===== src/rtl/loopctr_pkg.sv =====
package loopctr_pkg;
  localparam int LC_CNT_W     = 14;
  localparam int LC_BUS_W     = 16;
  localparam int LC_STK_DEPTH = 4;

  typedef enum logic [1:0] {
    SRC_HOLD = 2'd0,
    SRC_LOAD = 2'd1,
    SRC_POP  = 2'd2,
    SRC_DEC  = 2'd3
  } cnt_src_e;
endpackage


===== src/rtl/loopctr_stack.sv =====
module loopctr_stack #(
  parameter int W     = 14,
  parameter int DEPTH = 4
) (
  input  logic         clk,
  input  logic         rst_n,
  input  logic         push_i,
  input  logic         pop_i,
  input  logic [W-1:0] wdata_i,
  output logic [W-1:0] top_o,
  output logic         empty_o,
  output logic         pop_ok_o,
  output logic         ovf_o,
  output logic         udf_o
);
  localparam int LW = $clog2(DEPTH + 1);
  localparam logic [LW-1:0] FULL_LVL = LW'(DEPTH);

  logic [LW-1:0] level_q, level_d;
  logic          ovf_q, ovf_d, udf_q, udf_d;
  logic          full, do_push, do_pop;
  logic [W-1:0]  mem_q [DEPTH];

  assign full    = (level_q == FULL_LVL);
  assign empty_o = (level_q == '0);
  assign do_push = push_i & ~full;
  assign do_pop  = pop_i & ~push_i & ~empty_o;
  assign pop_ok_o = do_pop;

  always_comb begin
    level_d = level_q;
    if (do_push)     level_d = level_q + 1'b1;
    else if (do_pop) level_d = level_q - 1'b1;
    ovf_d = ovf_q | (push_i & full);
    udf_d = udf_q | (pop_i & ~push_i & empty_o);
  end

  always_ff @(posedge clk or negedge rst_n) begin
    if (!rst_n) begin
      level_q <= '0;
      ovf_q   <= 1'b0;
      udf_q   <= 1'b0;
    end else begin
      level_q <= level_d;
      ovf_q   <= ovf_d;
      udf_q   <= udf_d;
    end
  end

  for (genvar i = 0; i < DEPTH; i++) begin : g_entry
    logic wr_en;
    assign wr_en = do_push & (level_q == LW'(i));
    always_ff @(posedge clk or negedge rst_n) begin
      if (!rst_n)     mem_q[i] <= '0;
      else if (wr_en) mem_q[i] <= wdata_i;
    end
  end

  always_comb begin
    top_o = '0;
    for (int i = 0; i < DEPTH; i++) begin
      if (level_q == LW'(i + 1)) top_o = mem_q[i];
    end
  end

  assign ovf_o = ovf_q;
  assign udf_o = udf_q;

  AST_LEVEL_BOUND: assert property (@(posedge clk) disable iff (!rst_n)
    level_q <= FULL_LVL);
  AST_OVF_STICKY: assert property (@(posedge clk) disable iff (!rst_n)
    ovf_q |=> ovf_q);
  AST_UDF_STICKY: assert property (@(posedge clk) disable iff (!rst_n)
    udf_q |=> udf_q);
  AST_FULL_PUSH_DROP: assert property (@(posedge clk) disable iff (!rst_n)
    (push_i && full) |=> (level_q == FULL_LVL) && ovf_q);
  AST_PUSH_WINS: assert property (@(posedge clk) disable iff (!rst_n)
    (push_i && pop_i && !full) |=> level_q == $past(level_q) + 1'b1);
endmodule


===== src/rtl/loopctr_core.sv =====
module loopctr_core
  import loopctr_pkg::*;
#(
  parameter int CNT_W = 14,
  parameter int BUS_W = 16
) (
  input  logic             clk,
  input  logic             rst_n,
  input  logic             load_i,
  input  logic [BUS_W-1:0] bus_i,
  input  logic             restore_i,
  input  logic [CNT_W-1:0] restore_val_i,
  input  logic             dec_i,
  output logic [CNT_W-1:0] count_o,
  output logic             expired_o
);
  localparam logic [CNT_W-1:0] ONE = CNT_W'(1);

  cnt_src_e         src;
  logic [CNT_W-1:0] count_q, count_d;
  logic             cnt_en;

  always_comb begin
    if (load_i)         src = SRC_LOAD;
    else if (restore_i) src = SRC_POP;
    else if (dec_i)     src = SRC_DEC;
    else                src = SRC_HOLD;
  end

  assign cnt_en = (src != SRC_HOLD);

  always_comb begin
    unique case (src)
      SRC_LOAD: count_d = bus_i[CNT_W-1:0];
      SRC_POP:  count_d = restore_val_i;
      SRC_DEC:  count_d = count_q - ONE;
      default:  count_d = count_q;
    endcase
  end

  always_ff @(posedge clk or negedge rst_n) begin
    if (!rst_n)      count_q <= '0;
    else if (cnt_en) count_q <= count_d;
  end

  assign count_o   = count_q;
  assign expired_o = (count_q == ONE);

  AST_LOAD_LOW_BITS: assert property (@(posedge clk) disable iff (!rst_n)
    load_i |=> count_q == $past(bus_i[CNT_W-1:0]));
  AST_DEC_STEP: assert property (@(posedge clk) disable iff (!rst_n)
    (dec_i && !load_i && !restore_i) |=> count_q == $past(count_q) - ONE);
  AST_TWO_TO_EXPIRED: assert property (@(posedge clk) disable iff (!rst_n)
    (dec_i && !load_i && !restore_i && count_q == CNT_W'(2)) |=> expired_o);
  AST_POP_OVER_DEC: assert property (@(posedge clk) disable iff (!rst_n)
    (restore_i && !load_i) |=> count_q == $past(restore_val_i));
  AST_IDLE_HOLD: assert property (@(posedge clk) disable iff (!rst_n)
    (!load_i && !restore_i && !dec_i) |=> $stable(count_q));
endmodule


===== src/rtl/loop_counter_unit.sv =====
module loop_counter_unit
  import loopctr_pkg::*;
#(
  parameter int CNT_W     = LC_CNT_W,
  parameter int BUS_W     = LC_BUS_W,
  parameter int STK_DEPTH = LC_STK_DEPTH
) (
  input  logic             clk,
  input  logic             rst_n,
  input  logic             load_en,
  input  logic [BUS_W-1:0] load_bus,
  input  logic             dec_en,
  input  logic             push_en,
  input  logic             pop_en,
  output logic [CNT_W-1:0] count_o,
  output logic             expired_o,
  output logic             stk_empty_o,
  output logic             stk_ovf_o,
  output logic             stk_udf_o
);
  logic             rst_meta_q, rst_sync_q;
  logic [CNT_W-1:0] count;
  logic [CNT_W-1:0] stk_top;
  logic             pop_ok;

  always_ff @(posedge clk or negedge rst_n) begin
    if (!rst_n) begin
      rst_meta_q <= 1'b0;
      rst_sync_q <= 1'b0;
    end else begin
      rst_meta_q <= 1'b1;
      rst_sync_q <= rst_meta_q;
    end
  end

  loopctr_stack #(.W(CNT_W), .DEPTH(STK_DEPTH)) u_stack (
    .clk      (clk),
    .rst_n    (rst_sync_q),
    .push_i   (push_en),
    .pop_i    (pop_en),
    .wdata_i  (count),
    .top_o    (stk_top),
    .empty_o  (stk_empty_o),
    .pop_ok_o (pop_ok),
    .ovf_o    (stk_ovf_o),
    .udf_o    (stk_udf_o)
  );

  loopctr_core #(.CNT_W(CNT_W), .BUS_W(BUS_W)) u_core (
    .clk           (clk),
    .rst_n         (rst_sync_q),
    .load_i        (load_en),
    .bus_i         (load_bus),
    .restore_i     (pop_ok),
    .restore_val_i (stk_top),
    .dec_i         (dec_en),
    .count_o       (count),
    .expired_o     (expired_o)
  );

  assign count_o = count;

  AST_RESET_CLEAR: assert property (@(posedge clk)
    $rose(rst_sync_q) |-> (count == '0) && stk_empty_o && !stk_ovf_o && !stk_udf_o);
  AST_EMPTY_POP_KEEP: assert property (@(posedge clk) disable iff (!rst_sync_q)
    (pop_en && !push_en && stk_empty_o && !load_en && !dec_en) |=> $stable(count) && stk_udf_o);
  AST_PUSH_KEEPS_COUNT: assert property (@(posedge clk) disable iff (!rst_sync_q)
    (push_en && !load_en && !dec_en) |=> $stable(count));
endmodule


===== config.mk =====
export PLATFORM = sky130hd
export DESIGN_NAME = loop_counter_unit
export DESIGN_NICKNAME = d
export VERILOG_FILES = /design/src/rtl/loopctr_pkg.sv /design/src/rtl/loopctr_stack.sv /design/src/rtl/loopctr_core.sv /design/src/rtl/loop_counter_unit.sv
export SDC_FILE = /design/constraint.sdc
export NUM_CORES = 1
export LEC_CHECK = 0
export CAP_MARGIN = 30
export CORE_ASPECT_RATIO = 1.2
export CORE_UTILIZATION = 30
export CTS_BUF_LIST = sky130_fd_sc_hd__clkbuf_2
export DETAILED_ROUTE_END_ITERATION = 10
export GPL_TIMING_DRIVEN = 0
export SLEW_MARGIN = 20
export SYNTH_ARGS = -nofsm -noshare
export SYNTH_HDL_FRONTEND = slang
export SYNTH_HIERARCHICAL = 1
export SYNTH_SLANG_ARGS = --single-unit

===== constraint.sdc =====
create_clock -name clk -period 4.5 [get_ports clk]
set_clock_uncertainty 0.15 [all_clocks]
set_input_delay 0.45 -clock clk [delete_from_list [all_inputs] [get_ports clk]]
set_output_delay 0.45 -clock clk [all_outputs]
set_load 0.01 [all_outputs]

==> metrics.md, run 1 <==
| Metric | Value |
|---|---|
| Outcome | complete, no violations |
| Via count | 3,086 |
| Number of global-route vias before repair | 3,094 |
| Ports | 40 |
| Synthesized area per cell | 11.4 um2 |
| Largest net degree at the start of global routing | 41 |
| Starting Density | 30.6% |
| Unique cell type count in the Yosys netlist | 57 |
| Gate count of the mapped netlist | 370 |
| Worst-skew pair later-pin latency | 0.54 ns |
| Critical-path cell list | or4_1, buf_2, nor4_4, nor4b_1, clkdlybuf4s50_1 |
| Placed cells | 577 |
| Final setup vio count | 0 |
| Syn Nets | 400 |
| Reg2Reg Depth | 9 |
| # port buffers | 35 |
| Critical Path AT | 3.05 ns |
| RR Startpoint | u_stack/level_q[1] |
| H-tree levels | 3 |
| Largest family of logic cells by synthesized area | multiplexers |
| Top delay family on crit path | simple AND/OR/NAND/NOR gates |
| Cell Pwr Density | 581 nW/um2 |
| RSZ-0062 raised after global routing | no |
| Number of setup buffers added after CTS | 0 |
| Most common cell after layout, fill and taps aside | dfrtp_1 |
| Slew Limit Fails | 0 |
| Worst-case clock buffer depth | 2 |
| Xor-xnor portion of the synthesized cell area | 0.833% |
| Static Leak | 0.00219 uW |
| Area leader, netlist | dfrtp_1 |
| Adder-Cell Fraction of Synth Area | 2.38% |
| Final hold vios | 0 |
| Mux cell area share after synthesis | 18.1% |
| Register area share after synthesis | 45.8% |
| Max frequency | 274 MHz |
| EDFF count, synth | 0 |
| Global-route wire length before repair | 16,900 um |
| Layout cells sized above 1 | 25.3% |
| CTS Buf Count | 9 |
| # diodes | 0 |
| Critical path buffers and inverters | 2 |
| First-pass DRT Iterations | 5 |
| GRT Overall Usage | 15.5% |
| Wire per inst | 17.7 um |
| Clock Sinks | 77 |
| HPWL Detailed | 7190 um |
| Worst vdd ir | 0.245 mV |
| Layout net count | 449 |
| Top-area cell type share of the netlist area | 45.8% |
| Row count | 47 |
| First-iteration detailed-routing DRC count | 171 |
| Drt drc | 0 |
| RR Endpoint | u_core/count_o[10] |
| Min-Delay Path Class | in2reg |
| Layout Area Growth over Synthesis | 17.9% |
| Fin crit share | 81.2% |
| Worst-path maximum fanout | 13 |
| Clock root buffer | clkbuf_2 |
| Maxcap violations | 0 |
| Via/cell ratio | 5.20 |
| CTS tree | done |
| Post-synthesis compound-gate area fraction | 13.8% |
| Slew @ Worst Pin | 0.757 ns |
| TNS Setup | 0 ns |
| Seq cells post-synth | 77 |
| Main synth FF type | dfrtp_1 |
| Core area | 13,800 um2 |
| Worst-path clk slew | 0.20 ns |
| Post-Route WL | 10,500 um |
| Synth top area cells | dfrtp_1 (46%), mux2_4 (11%), mux2_2 (7.0%), a31oi_1 (2.5%), a21oi_1 (2.5%) |
| Post-CTS resize count | 0 |
| Die Y | 132 um |
| R2R setup slack | 1.50 ns |
| Warnings, synthesis | 6 |
| Final instance count without filler cells | 594 |
| Req. time, crit path | 3.90 ns |
| CP startpoint | u_core/count_o[6] |
| HP Start | push_en |
| Worst Hold Path Cells | 3 |
| Endpoint, Worst Hold | u_stack/ovf_o |
| Synth Area in Simple Gates | 14.2% |
| Die ar. | 14,500 um2 |
| Slowest-stage cell, CP | clkdlybuf4s50_1 |
| Syn Std Cell Area | 4210 um2 |
| GPL Wtd Cong | 0.826 |
| DRT antenna net count | 0 |
| Setup crit start kind | flop |
| Die width | 110 um |
| Initial antenna violation count | 0 |
| Most frequent cells in the layout | dfrtp_1 (76), clkdlybuf4s50_1 (35), mux2_4 (30) |
| FFs w/ async S/R, synth | 100% |
| Crit path capture type | primary output |
| Slew headroom | 49.4% |
| Hold_buf cts | 1 |
| Min Tclk post-route | 3.65 ns |
| CP Class | reg2out |
| Slowest stage delay, CP | 0.61 ns |
| GRT overflow | 0 |
-- sequential cells by signal (all words and copies together), names as in the netlist --
| name | flops |
|---|---|
| u_core/count_o | 14 |
| u_stack/mem_q | 56 |
| rst_meta_q | 1 |
| u_stack/udf_o | 1 |
| rst_sync_q | 1 |
| u_stack/level_q | 3 |
| u_stack/ovf_o | 1 |
-- power breakdown --
part	leakage, uW	switching [uW]	total (uW)	internal (uW)
clock network	0.0000918	238	475	237
registers	0.000945	234	1210	975
logic	0.00116	551	1200	648
-- metrics by stage --
| step | power, uW | util, % | hold WS [ns] | setup slack [ns] | instance area (um2) |
|---|---|---|---|---|---|
| 3_5_place_dp | 2410 | 34.8 | 0.161 | 1.35 | 4790 |
| 6_report | 2880 | 36.0 | 0.0752 | 0.847 | 4960 |
| 3_3_place_gp | 2380 | 34.7 | 0.186 | 1.14 | 4770 |
| 4_1_cts | 2900 | 36.0 | 0.0393 | 0.787 | 4950 |
| 2_1_floorplan | 2060 | - | 0.00441 | 1.87 | 4210 |
| 5_1_grt | 3080 | 36.0 | 0.0557 | 0.696 | 4960 |
-- cell families (layout without fill, tap and decap cells) --
| family | Yosys count | in the layout |
|---|---|---|
| and+or+nand+nor | 100 | 100 |
| AOI/OAI and AO/OA | 86 | 86 |
| DFF | 77 | 77 |
| muxes | 58 | 58 |
| buffers and inverters | 36 | 89 |
| adders and majority gates | 8 | 8 |
| xor gates and xnor gates | 4 | 4 |
| other | 1 | 1 |
-- synthesized netlist by cell type (2+ instances only) --
library cell / count
o21ai_0: 4
nor3_1: 7
mux2_4: 30
or4_1: 4
xnor2_1: 4
nand2_1: 26
nor2_1: 26
nor3b_1: 3
or3_1: 2
buf_2: 11
a22oi_1: 14
clkbuf_1: 5
a21o_1: 2
nand2b_1: 4
a21oi_1: 21
buf_6: 6
dfrtp_1: 77
mux2i_1: 2
nor4_1: 3
o21a_1: 2
o221ai_1: 3
nand3_1: 2
inv_1: 12
a31oi_1: 17
o211ai_1: 3
nand2_4: 3
a211oi_1: 5
o32a_1: 3
nor4b_2: 2
mux2_2: 26
o22ai_1: 3
and3_1: 2
ha_1: 8
nor2b_1: 5
-- worst max path at each step --
stage	endpoint	slack (ns)	cells after the start
2_1_floorplan	u_core/count_o[10]	1.87	8
3_3_place_gp	u_stack/mem_q[20]	1.14	0
3_5_place_dp	u_core/count_o[10]	1.35	8
4_1_cts	expired_o	0.79	5
5_1_grt	expired_o	0.70	5
6_report	expired_o	0.85	5
-- worst reg2reg max path, stage by stage, from the launching register on --
cell	delay, ns
dfrtp_1	0.48
inv_1	0.11
ha_1	0.30
nor2b_1	0.20
nor2b_1	0.46
buf_2	0.34
nor2_1	0.21
a21oi_1	0.23
a211oi_1	0.10
o32a_1	0.33
-- final cells by class --
cell class / count / area (um2)
clock inverter: 5 / 100
tap: 171 / 214
timing repair buffer: 38 / 385
sequential: 77 / 1930
clock buffer: 10 / 50.0
buffer: 24 / 153
fill: 1401 / 8800
multi-input combinational: 257 / 2080
inverter: 12 / 45.0
-- per-layer routing --
metal  wire length (um)  vias to the layer above  GRT usage, %  part of all wire [%]
met1               4630                     1532          20.8                    44
met5                  0                        -             0                     0
met4                196                        0          6.22                   1.9
met3                518                       15          2.33                   4.9
li1                   -                     1453             -                     -
met2               5160                       86          24.8                    49
Note: power is estimated with default switching activity, not from simulation.
==> inputs of run 2 (changes only) <==
Clock period 4.5 ns to 3.2 ns, I/O delays scaled along.
==> run 2 against run 1 <==
Effect of this change:
- final cell count is 0.67% higher
- sequential power is 39% higher
- critical path depth is the same
- critical endpoint unchanged
==> metrics.md, run 2 (synthesized netlist as in run 1, its figures left out) <==
| Metric | Value |
|---|---|
| Outcome | complete, no violations |
| Post-Route WL | 10,700 um (+1.5%) |
| Layout Area Growth over Synthesis | 19.2% |
| R2R setup slack | 0.30 ns (-1.20 ns) |
| GPL Wtd Cong | 0.826 (unchanged) |
| First-iteration detailed-routing DRC count | 150 (-12%) |
| Slowest-stage cell, CP | or4_1 |
| TNS Setup | 0 ns (unchanged) |
| Wire per inst | 17.8 um (+0.81%) |
| H-tree levels | 3 (unchanged) |
| Clock root buffer | clkbuf_2 |
| Die width | 110 um (unchanged) |
| Crit path capture type | primary output |
| GRT Overall Usage | 15.7% (+0.18 points) |
| CTS tree | done |
| # port buffers | 35 (unchanged) |
| Ports | 40 (unchanged) |
| Critical Path AT | 2.47 ns (-0.58 ns) |
| Cell Pwr Density | 815 nW/um2 (+40%) |
| RR Startpoint | u_stack/level_q[1] |
| Drt drc | 0 (unchanged) |
| Number of global-route vias before repair | 3,134 (+1.3%) |
| RR Endpoint | u_core/count_o[13] |
| Part of the power in registers | 41.2% (-0.7 points) |
| Clock Sinks | 77 (unchanged) |
| Slowest stage delay, CP | 0.55 ns (-0.06 ns) |
| Slew Limit Fails | 0 (unchanged) |
| Worst setup endpoint | expired_o |
| Fin crit share | 92.0% |
| Min-Delay Path Class | in2reg |
| Most frequent cells in the layout | dfrtp_1 (73), clkdlybuf4s50_1 (34), mux2_4 (30) |
| Clock network fraction of total power | 16.4% (about the same) |
| CTS Buf Count | 9 (unchanged) |
| Max frequency | 340 MHz |
| GRT overflow | 0 (unchanged) |
| Layout cells sized above 1 | 26.9% (+1.6 points) |
| Biggest register | u_stack/mem_q |
| Max FFs per register | 56 (unchanged) |
| Hold slack | 0.131 ns (+0.0555 ns) |
| Worst-path maximum fanout | 6 (-7) |
| CP startpoint | u_core/count_o[7] |
| Critical-path cell list | or4_1, buf_2, nor4_4, nor4b_4, dlygate4sd2_1 |
| Worst vdd ir | 0.347 mV (+42%) |
| Starting Density | 30.6% (unchanged) |
| Maxcap violations | 0 (unchanged) |
| # diodes | 0 (unchanged) |
| First-pass DRT Iterations | 6 (+1) |
| Sw frac | 35.6% (+0.088 points) |
| HPWL Detailed | 7190 um (unchanged) |
| CP Class | reg2out |
| Worst-case clock buffer depth | 2 (unchanged) |
| Internal power | 2630 uW (+41%) |
| Reg2Reg Depth | 9 (unchanged) |
| Worst-path clk slew | 0.21 ns (about the same) |
| Core area | 13,800 um2 (unchanged) |
| Layout net count | 453 (+0.89%) |
| Largest net degree at the start of global routing | 41 (unchanged) |
| Most common cell after layout, fill and taps aside | dfrtp_1 |
| Final setup vio count | 0 (unchanged) |
| Net Sw Power | 1450 uW (+42%) |
| Global-route wire length before repair | 17,100 um (+1.2%) |
| Via count | 3,116 (+0.97%) |
| Initial antenna violation count | 0 (unchanged) |
| Setup crit start kind | flop |
| Slew @ Worst Pin | 0.758 ns (+0.00102 ns) |
| Min Tclk post-route | 2.94 ns |
| Static Leak | 0.00222 uW (+1.2%) |
| Die ar. | 14,500 um2 (unchanged) |
| Die Y | 132 um (unchanged) |
| Row count | 47 (unchanged) |
| Slew headroom | 49.4% (-0.068 points) |
| RSZ-0062 raised after global routing | no |
| DRT antenna net count | 0 (unchanged) |
| Via/cell ratio | 5.21 (+0.30%) |
| Req. time, crit path | 2.73 ns (-1.17 ns) |
| Gate power share | 42.4% (+0.8 points) |
| Worst-skew pair later-pin latency | 0.53 ns (about the same) |
| Final hold vios | 0 (unchanged) |
==> run 2: cell count changes in the layout (fill, tap and decap cells not counted), sizes merged <==
cell,delta
buf,+3
clkdlybuf4s50,-1
dlygate4sd2,+1
dlygate4sd3,+1
==> run 2: stage by stage <==
step | instance area (um2) | power [uW] | std cells | util, % | setup WS (ns)
floorplan | 4210 | 2900 | 370 | - | 0.574
global placement | 4770 | 3350 | 576 | 34.7 | -0.164
detailed placement | 4790 | 3400 | 577 | 34.8 | 0.137
CTS | 5000 | 4100 | 597 | 36.4 | 0.0729
global route | 5010 | 4350 | 598 | 36.4 | 0.0418
finish | 5010 | 4080 | 598 | 36.4 | 0.257
==> run 2: worst min-delay path by stage <==
stage / to / cells after the start / slack, ns / startpoint
after detailed placement: u_stack/mem_q[28] / 0 / 0.16 / rst_sync_q
final: u_core/count_o[1] / 4 / 0.13 / dec_en
after global placement: rst_sync_q / 0 / 0.19 / rst_meta_q
after floorplan: rst_meta_q / 0 / -0.13 / rst_n
after global routing: u_core/count_o[1] / 4 / 0.14 / dec_en
after CTS: u_core/count_o[1] / 4 / 0.09 / dec_en
==> run 2: cell type report <==
class,instances,area [um2]
fillers,1397,8750
multi-input cells,257,2100
flip-flops and latches,77,1930
repair buffers,42,417
well taps,171,214
plain buffers,24,153
clock inverters,5,100
clock buffers,10,50.0
inverters,12,45.0
==> run 2: timing repair <==
item	4_1_cts	5_1_grt
buffers inserted	3	0
endpoints found under the hold margin	6	0
endpoints found under the setup margin	1	4
hold buffers	2	0
gates resized for setup	6	1
==> run 2: worst max-delay path: cells and delay by family (launching register included) <==
| kind | cells | cell delay, ns |
|---|---|---|
| buffers and inverters | 2 | 0.49 |
| DFF | 1 | 0.46 |
| and+or+nand+nor | 3 | 0.98 |
==> run 2: power by group through the flow <==
| stage | clock, uW | combinational (uW) | sequential, uW |
|---|---|---|---|
| 2_1_floorplan | 0 | 1250 | 1650 |
| 3_3_place_gp | 0 | 1640 | 1710 |
| 3_5_place_dp | 0 | 1680 | 1710 |
| 4_1_cts | 688 | 1730 | 1680 |
| 5_1_grt | 731 | 1880 | 1740 |
| 6_report | 669 | 1730 | 1680 |
==> run 2: routing by layer <==
metal  share of wire, %  GRT usage (%)  vias to the layer above
li1                   -              -                     1462
met1                 44           21.0                     1556
met2                 49           25.0                       77
met3                4.6           2.28                       21
met4                2.7           6.59                        0
met5                  0              0                        -
